==> src/rtl/pdm_pkg.sv <==
package pdm_pkg;
  typedef enum logic [1:0] {
    ST_RUN  = 2'd0,
    ST_HALT = 2'd1,
    ST_STOP = 2'd2,
    ST_WAIT = 2'd3
  } pdm_state_t;

  localparam logic [7:0] OP_HALT = 8'h01;
  localparam logic [7:0] OP_HLTS = 8'h82;
  localparam logic [7:0] OP_FLT  = 8'hA2;
endpackage

==> src/rtl/pdm_decode.sv <==
module pdm_decode (
  input  logic [7:0] op_i,
  input  logic       strobe_i,
  input  logic       run_i,
  output logic       halt_o,
  output logic       stop_o,
  output logic       float_o
);
  import pdm_pkg::*;

  logic take;

  always_comb begin
    take    = strobe_i && run_i;
    halt_o  = take && (op_i == OP_HALT);
    stop_o  = take && (op_i == OP_HLTS);
    float_o = take && (op_i == OP_FLT);
  end
endmodule

==> src/rtl/pdm_settle_timer.sv <==
module pdm_settle_timer #(
  parameter int WAIT_CYCLES = 1024
) (
  input  logic clk,
  input  logic rst,
  input  logic start_i,
  input  logic run_i,
  output logic done_o
);
  localparam int CW = $clog2(WAIT_CYCLES + 1);
  localparam logic [CW-1:0] LAST = CW'(WAIT_CYCLES - 1);

  logic [CW-1:0] cnt;

  always_ff @(posedge clk) begin
    if (rst || start_i) begin
      cnt <= '0;
    end else if (run_i && (cnt != LAST)) begin
      cnt <= cnt + 1'b1;
    end
  end

  assign done_o = run_i && (cnt == LAST);

  p_cnt_bound_r5: assert property (@(posedge clk) disable iff (rst)
    run_i |-> (cnt <= LAST));
endmodule

==> src/rtl/pdm_float_mask.sv <==
module pdm_float_mask #(
  parameter int PORT_W  = 8,
  parameter int P2_KEEP = 4
) (
  input  logic              clk,
  input  logic              rst,
  input  logic              set_i,
  input  logic              ext_i,
  output logic [PORT_W-1:0] p1_o,
  output logic [PORT_W-1:0] p2_o,
  output logic [PORT_W-1:0] bus_o
);
  logic              float_q;
  logic              float_nx;
  logic [PORT_W-1:0] p2_nx;

  assign float_nx = float_q || set_i;

  for (genvar b = 0; b < PORT_W; b++) begin : g_p2
    if (b < P2_KEEP) begin : g_low
      assign p2_nx[b] = float_nx && !ext_i;
    end else begin : g_high
      assign p2_nx[b] = float_nx;
    end
  end

  always_ff @(posedge clk) begin
    if (rst) begin
      float_q <= 1'b0;
      p1_o    <= '0;
      p2_o    <= '0;
      bus_o   <= '0;
    end else begin
      float_q <= float_nx;
      p1_o    <= {PORT_W{float_nx}};
      p2_o    <= p2_nx;
      bus_o   <= {PORT_W{float_nx && !ext_i}};
    end
  end

  p_float_sticky_r9: assert property (@(posedge clk) disable iff (rst)
    float_q |=> (p1_o == {PORT_W{1'b1}}));
  p_bus_kept_ext_r8: assert property (@(posedge clk) disable iff (rst)
    ext_i |=> (bus_o == '0));
  p_set_floats_r7: assert property (@(posedge clk) disable iff (rst)
    set_i |=> (p1_o == {PORT_W{1'b1}}));
endmodule

==> src/rtl/pdm_ctrl.sv <==
module pdm_ctrl #(
  parameter int WAIT_CYCLES = 1024,
  parameter int PORT_W      = 8,
  parameter int P2_KEEP     = 4
) (
  input  logic              clk,
  input  logic              rst,
  input  logic [7:0]        op_i,
  input  logic              op_valid_i,
  input  logic              wake_i,
  input  logic              ext_rom_i,
  output logic              cpu_clk_en_o,
  output logic              osc_en_o,
  output logic              resume_rdy_o,
  output logic [PORT_W-1:0] p1_hiz_o,
  output logic [PORT_W-1:0] p2_hiz_o,
  output logic [PORT_W-1:0] bus_hiz_o
);
  import pdm_pkg::*;

  pdm_state_t st, st_nx;
  logic halt_hit, stop_hit, float_hit;
  logic wait_start, wait_done;

  pdm_decode u_dec (
    .op_i     (op_i),
    .strobe_i (op_valid_i),
    .run_i    (st == ST_RUN),
    .halt_o   (halt_hit),
    .stop_o   (stop_hit),
    .float_o  (float_hit)
  );

  assign wait_start = (st == ST_STOP) && wake_i;

  pdm_settle_timer #(.WAIT_CYCLES(WAIT_CYCLES)) u_tmr (
    .clk     (clk),
    .rst     (rst),
    .start_i (wait_start),
    .run_i   (st == ST_WAIT),
    .done_o  (wait_done)
  );

  pdm_float_mask #(.PORT_W(PORT_W), .P2_KEEP(P2_KEEP)) u_flt (
    .clk   (clk),
    .rst   (rst),
    .set_i (float_hit),
    .ext_i (ext_rom_i),
    .p1_o  (p1_hiz_o),
    .p2_o  (p2_hiz_o),
    .bus_o (bus_hiz_o)
  );

  always_comb begin
    st_nx = st;
    unique case (st)
      ST_RUN: begin
        if (halt_hit)      st_nx = ST_HALT;
        else if (stop_hit) st_nx = ST_STOP;
      end
      ST_HALT: if (wake_i)    st_nx = ST_RUN;
      ST_STOP: if (wake_i)    st_nx = ST_WAIT;
      ST_WAIT: if (wait_done) st_nx = ST_RUN;
      default: st_nx = ST_RUN;
    endcase
  end

  always_ff @(posedge clk) begin
    if (rst) begin
      st           <= ST_RUN;
      cpu_clk_en_o <= 1'b1;
      osc_en_o     <= 1'b1;
      resume_rdy_o <= 1'b1;
    end else begin
      st           <= st_nx;
      cpu_clk_en_o <= (st_nx == ST_RUN);
      osc_en_o     <= (st_nx != ST_STOP);
      resume_rdy_o <= (st_nx == ST_RUN) || (st_nx == ST_HALT);
    end
  end

  p_halt_keeps_osc_r2: assert property (@(posedge clk) disable iff (rst)
    (st == ST_RUN && halt_hit) |=> (!cpu_clk_en_o && osc_en_o && resume_rdy_o));
  p_halt_wake_fast_r3: assert property (@(posedge clk) disable iff (rst)
    (st == ST_HALT && wake_i) |=> cpu_clk_en_o);
  p_hlts_stops_r4: assert property (@(posedge clk) disable iff (rst)
    (st == ST_RUN && stop_hit) |=> (!osc_en_o && !cpu_clk_en_o && !resume_rdy_o));
  p_reset_bypass_r6: assert property (@(posedge clk)
    rst |=> (cpu_clk_en_o && osc_en_o && resume_rdy_o && p1_hiz_o == '0));
  p_halt_holds_r10: assert property (@(posedge clk) disable iff (rst)
    (st == ST_HALT && !wake_i) |=> !cpu_clk_en_o);
  p_wait_osc_on_r5: assert property (@(posedge clk) disable iff (rst)
    (st == ST_WAIT) |=> osc_en_o);
endmodule

==> config.mk <==
export PLATFORM = sky130hd
export DESIGN_NAME = pdm_ctrl
export DESIGN_NICKNAME = d
export VERILOG_FILES = /design/src/rtl/pdm_pkg.sv /design/src/rtl/pdm_decode.sv /design/src/rtl/pdm_settle_timer.sv /design/src/rtl/pdm_float_mask.sv /design/src/rtl/pdm_ctrl.sv
export SDC_FILE = /design/constraint.sdc
export NUM_CORES = 1
export LEC_CHECK = 0
export ABC_AREA = 1
export BUFFER_PORTS_ARGS = -buffer_cell sky130_fd_sc_hd__buf_2
export CAP_MARGIN = 20
export CORE_MARGIN = 8
export CORE_UTILIZATION = 32
export CTS_CLUSTER_SIZE = 40
export DETAILED_ROUTE_END_ITERATION = 6
export SLEW_MARGIN = 20
export SYNTH_ARGS = -nofsm -noshare
export SYNTH_HDL_FRONTEND = slang
export SYNTH_SLANG_ARGS = --single-unit
==> constraint.sdc <==
create_clock -name clk -period 1.8 [get_ports clk]
set_input_delay 0.09 -clock clk [delete_from_list [all_inputs] [get_ports clk]]
set_output_delay 0.09 -clock clk [all_outputs]
set_load 0.05 [all_outputs]
* Word level (Yosys, flattened, before mapping)
Index checks and enable logic that the tools add are counted.
Storage, ports and cells: bits in registers 24, input port bits 13, output and inout bits 27, word-level logic and storage cells 40
Operators by class: $add $sub $neg 1, equality and inequality tests 10, multiplexer cells 6, reductions and logical operators 14
Operator list (count):
- $eq A8 B8 Y1 const B | 2
- $add A11 B1 Y11 const B | 1
- $eq A11 B10 Y1 const B | 1
- $ne A11 B10 Y1 const B | 1
- $mux W2 | 5
- $eq A8 B1 Y1 const B | 1
- $logic_and A1 B1 Y1 | 8
- $pmux W2 S4 | 1
- $eq A2 B1 Y1 const B | 2
- $eq A2 B2 Y1 const B | 2
- $logic_not A2 Y1 | 2
- $logic_or A1 B1 Y1 | 3
- $ne A2 B2 Y1 const B | 1
- $logic_not A1 Y1 | 1

* Logic depth before layout (Yosys ltp)
depth after elaboration 8, gate-level depth with buffers 9, mapped depth without buffers 9

* Modules after synthesis
A second synthesis with hierarchy kept.
Second synthesis, totals: cell total of the unflattened synthesis 169, area total of the unflattened synthesis 1149.9 µm²
Modules (own cells, without submodules):
- pdm_settle_timer | instances 1, cells each 89, area each 604.3 µm², seq. area each 220.2 µm²
- pdm_ctrl | instances 1, cells each 35, area each 235.2 µm², seq. area each 100.1 µm²
- pdm_float_mask | instances 1, cells each 28, area each 232.7 µm², seq. area each 40.0 µm²
- pdm_decode | instances 1, cells each 17, area each 77.6 µm², seq. area each 0.0 µm²

* Worst setup path before layout
Ideal clock, no wire load.
kind register -> register, from reg u_tmr.cnt[0], to reg osc_en_o, setup time 0.120 ns, arrival time 1.317 ns, data required time 1.680 ns, setup slack 0.363 ns, stages on the path, launching flop included 8, path buffers 0, period minus slack after synthesis 1.437 ns, path through dfxtp_1 > ha_1 > inv_1 > nor2_2 > nand3_2 > nand2_2 > nand4_2 > or2_1
Between the ends: cells in the longest elaborated chain, start to end 5
Ends and longest elaborated chain:
- from (decl) | RTL line pdm_settle_timer.sv:13 | logic [CW-1:0] cnt;
- from (signal assigned) | RTL line pdm_settle_timer.sv:19 | cnt <= cnt + 1'b1;
- $eq A11 B10 Y1 | RTL line pdm_settle_timer.sv:23 | assign done_o = run_i && (cnt == LAST);
- $logic_and A1 B1 Y1 | RTL line pdm_settle_timer.sv:23
- $mux W2 | RTL line pdm_ctrl.sv:63 | ST_WAIT: if (wait_done) st_nx = ST_RUN;
- $pmux W2 S4 | RTL line pdm_ctrl.sv:56 | unique case (st)
- $ne A2 B2 Y1 | RTL line pdm_ctrl.sv:77 | osc_en_o <= (st_nx != ST_STOP);
- to (signal assigned) | RTL line pdm_ctrl.sv:77
- to (decl) | RTL line pdm_ctrl.sv:13 | output logic osc_en_o,
Every way passes these cells. A chain may end at the register's enable or synchronous reset.

* Final worst setup path
from reg u_tmr.cnt[1], to reg osc_en_o
Same word-level chain as after synthesis.

==> results.sh <==
export IMPL_run_status="finished, final reports clean"
export IMPL_cts_reportedPaths_clkPinSlew_ns=0.11
export IMPL_place_hpwl_um=1820
export IMPL_synth_net_count=178
export IMPL_worstPathArrival_ns=1.79
export IMPL_areaGrowthSynthToFinish_pct=12.2
export IMPL_power_per_cell_area_nw_per_um2=622
export IMPL_synthFlopType="dfxtp_1"
export IMPL_grt_util_all_layers_pct=8.54
export IMPL_floorplan_initialDensity_pct=33.2
export IMPL_worstSetupStartpointType="flip-flop"
export IMPL_path_cells="ha_1, inv_1, nor2_2, nand3_2, nand2_2, nand4_2, or2_1"
export IMPL_postCtsSetupRepairBufs=0
export IMPL_clock_tree_from_tritoncts="built"
export IMPL_final_util_pct=37.3
export IMPL_detailedPlace_worstSlack_ns=0.166
export IMPL_design_core_area_um2=3310
export IMPL_root_buffer="clkbuf_4"
export IMPL_worst_clock_skew_ns=0.00170
export IMPL_detail_route_wl_per_cell_um=9.68
export IMPL_worstMarginPinSlew_ns=0.278
export IMPL_cap_viol_max_count=0
export IMPL_antenna_diode_count=0
export IMPL_multiInputGateArea_um2=465
export IMPL_synthTopCellsByCount="nand2_1, inv_1, buf_4"
export IMPL_async_flop_share_pct=0
export IMPL_totalWireLength_um=2250
export IMPL_timing_worst_setup_path_type="flip-flop to flip-flop"
export IMPL_max_stage_delay_ns=0.40
export IMPL_area_sequential_um2=362
export IMPL_fillers=362
export IMPL_synth_edff_count=0
export IMPL_fin_tns_setup_ns=0
export IMPL_design_die_area_um2=5570
export IMPL_yosysSeqAreaShare_pct=32.8
export IMPL_fmax_mhz=625
export IMPL_timing_hold_worst_class="primary input to flip-flop"
export IMPL_clk_insertion_delay_late_ns=0.29
export IMPL_required_ns=1.99
export IMPL_post_synth_main_area_contributors="dfxtp_1, buf_4, nand2_1"
export IMPL_synth_largest_area_cell="dfxtp_1"
export IMPL_layout_cell_area_non_filler_um2=1230
export IMPL_routed_via_count=968
export IMPL_timing_final_setup_violations=0
export IMPL_drive_gt1_share_pct=26.3
export IMPL_post_synth_inst_count=164
export IMPL_yosys_reg_bits=18
export IMPL_antenna_found_initial=0
export IMPL_residual_antenna_violating_net_count_after_detailed_routing=0
export IMPL_die_width_um=74.6
export IMPL_clk_path_buf_depth=2
export IMPL_worstSetupEndpointType="flip-flop"
export IMPL_chip_height_um=74.6
export IMPL_grt_pass1_wl_um=3820
export IMPL_layout_worst_path_cycle_share_pct=88.9
export IMPL_netlist_cell_type_count=20
export IMPL_finalHoldViolations=0
export IMPL_syn_cell_area_um2=1100
export IMPL_clock_tree_htree_level_count=1
export IMPL_unrepaired_setup_endpoints_after_global_routing="no"
export IMPL_ir_drop_mv=0.148
export IMPL_placement_cell_area_um2=1180
export IMPL_number_of_nets_in_the_layout=201
export IMPL_first_global_vias=902
export IMPL_postLayoutSetupSlackWorst_ns=0.200
export IMPL_final_hold_worst_slack_ns=0.175
export IMPL_remaining_drc_errors=0
export IMPL_num_io_pins=40
export IMPL_cts_sinks=18
export IMPL_critPathSlowestCell="dfxtp_1"
export IMPL_crit_fanout=7
export IMPL_initialDrtViolationCount=90
export IMPL_numCtsBuffers=3
export IMPL_place_port_buffers=39
export IMPL_timing_final_crit_period_ns=1.60
export IMPL_drt_pass1_iter_count=4
export IMPL_p_leak_nw=0.643
export IMPL_post_drt_via_cell_ratio=4.17
export IMPL_grt_start_max_net_pins=14
export IMPL_rows=21
export IMPL_yosys_cell_count_top_type="nand2_1"
export IMPL_share_of_the_synthesized_area_in_the_top_cell_type_pct=32.8
export IMPL_postSynthAreaPerCell_um2=6.71
export IMPL_slew_violations=0
export IMPL_slew_headroom_pct=81.5
export IMPL_gr_total_overflow=0
export IMPL_yosys_warnings=0
export IMPL_gp_routability_congestion=0.804
-- cell usage in the layout (no fill, tap or decap) --
master         count
a21oi_1            7
buf_2             39
buf_4              1
clkbuf_4           3
clkbuf_8           1
dfxtp_1           17
dfxtp_2            1
dlygate4sd3_1      2
ha_1               1
inv_1             24
nand2_1           44
nand2_2            1
nand3_1            5
nand3_2            1
nand3b_1           2
nand4_1            3
nand4_2            1
nor2_1            21
nor2_2             1
o21ai_0            3
o21bai_1           2
or2_1              1
xnor2_1            2
xor2_1             3
-- registers in the layout, indices dropped and copies added (netlist names) --
| name | cells |
|---|---|
| u_flt.p2_o | 2 |
| u_tmr.cnt | 11 |
| resume_rdy_o | 1 |
| st | 2 |
| cpu_clk_en_o | 1 |
| osc_en_o | 1 |
-- critical path, delay by kind of cell, from the launching register on --
| family | cells | cell delay, ns |
|---|---|---|
| AND/OR/NAND/NOR | 5 | 0.82 |
| flip-flops | 1 | 0.40 |
| buffers and inverters | 1 | 0.06 |
| adder cells (fa/ha/maj) | 1 | 0.22 |
-- final timing paths --
kind / cells past startpoint / startpoint / slack (ns) / endpoint
setup / recovery: 7 / u_tmr.cnt[1]$_SDFFE_PP0P_ / 0.20 / osc_en_o$_SDFF_PP1_
hold / removal: 5 / op_i[5] / 0.18 / u_flt.p2_o[4]$_SDFF_PP0_
setup reg to reg: 7 / u_tmr.cnt[1]$_SDFFE_PP0P_ / 0.20 / osc_en_o$_SDFF_PP1_
hold reg to reg: 2 / u_tmr.cnt[10]$_SDFFE_PP0P_ / 0.45 / u_tmr.cnt[10]$_SDFFE_PP0P_
-- layout make-up --
type,instances,share of cell area [%]
Inverter,24,7.30
Sequential cell,18,29.3
Tap cell,46,4.67
Clock buffer,4,2.94
Multi-Input combinational cell,98,37.7
Timing Repair Buffer,42,18.1
-- layer usage --
metal / up-vias / GRT usage [%] / part of all wire, %
li1: 521 / - / -
met1: 415 / 9.34 / 43
met2: 30 / 15.2 / 49
met3: 2 / 1.73 / 7.8
met4: 0 / 4.35 / 0.71
met5: - / 0 / 0
-- timing repair --
action                                 in CTS  in global routing
endpoints found under the hold margin       2                  0
hold buffers                                2                  0
setup endpoints to repair                   0                  4
resized for setup                           0                  1
-- cell families after synthesis --
| logic type | Yosys count | share of synthesized area (%) |
|---|---|---|
| flops | 18 | 32.8 |
| fa+ha+maj | 1 | 1.14 |
| compound gates | 12 | 5.91 |
| simple gates | 80 | 31.3 |
| buf+inv | 48 | 24.9 |
| xor+xnor | 5 | 3.98 |
-- power by group --
group,switching (mW),leakage (nW),internal [mW]
sequential,0.00584,0.146,0.409
combinational,0.0683,0.476,0.0332
clock,0.127,0.0210,0.123
-- per-stage QoR --
stage	cells	total power [mW]
floorplan	164	0.492
global route	232	0.808
detailed placement	226	0.523
global placement	226	0.523
CTS	232	0.776
finish	232	0.767
Power figures use the tool's default switching activity.
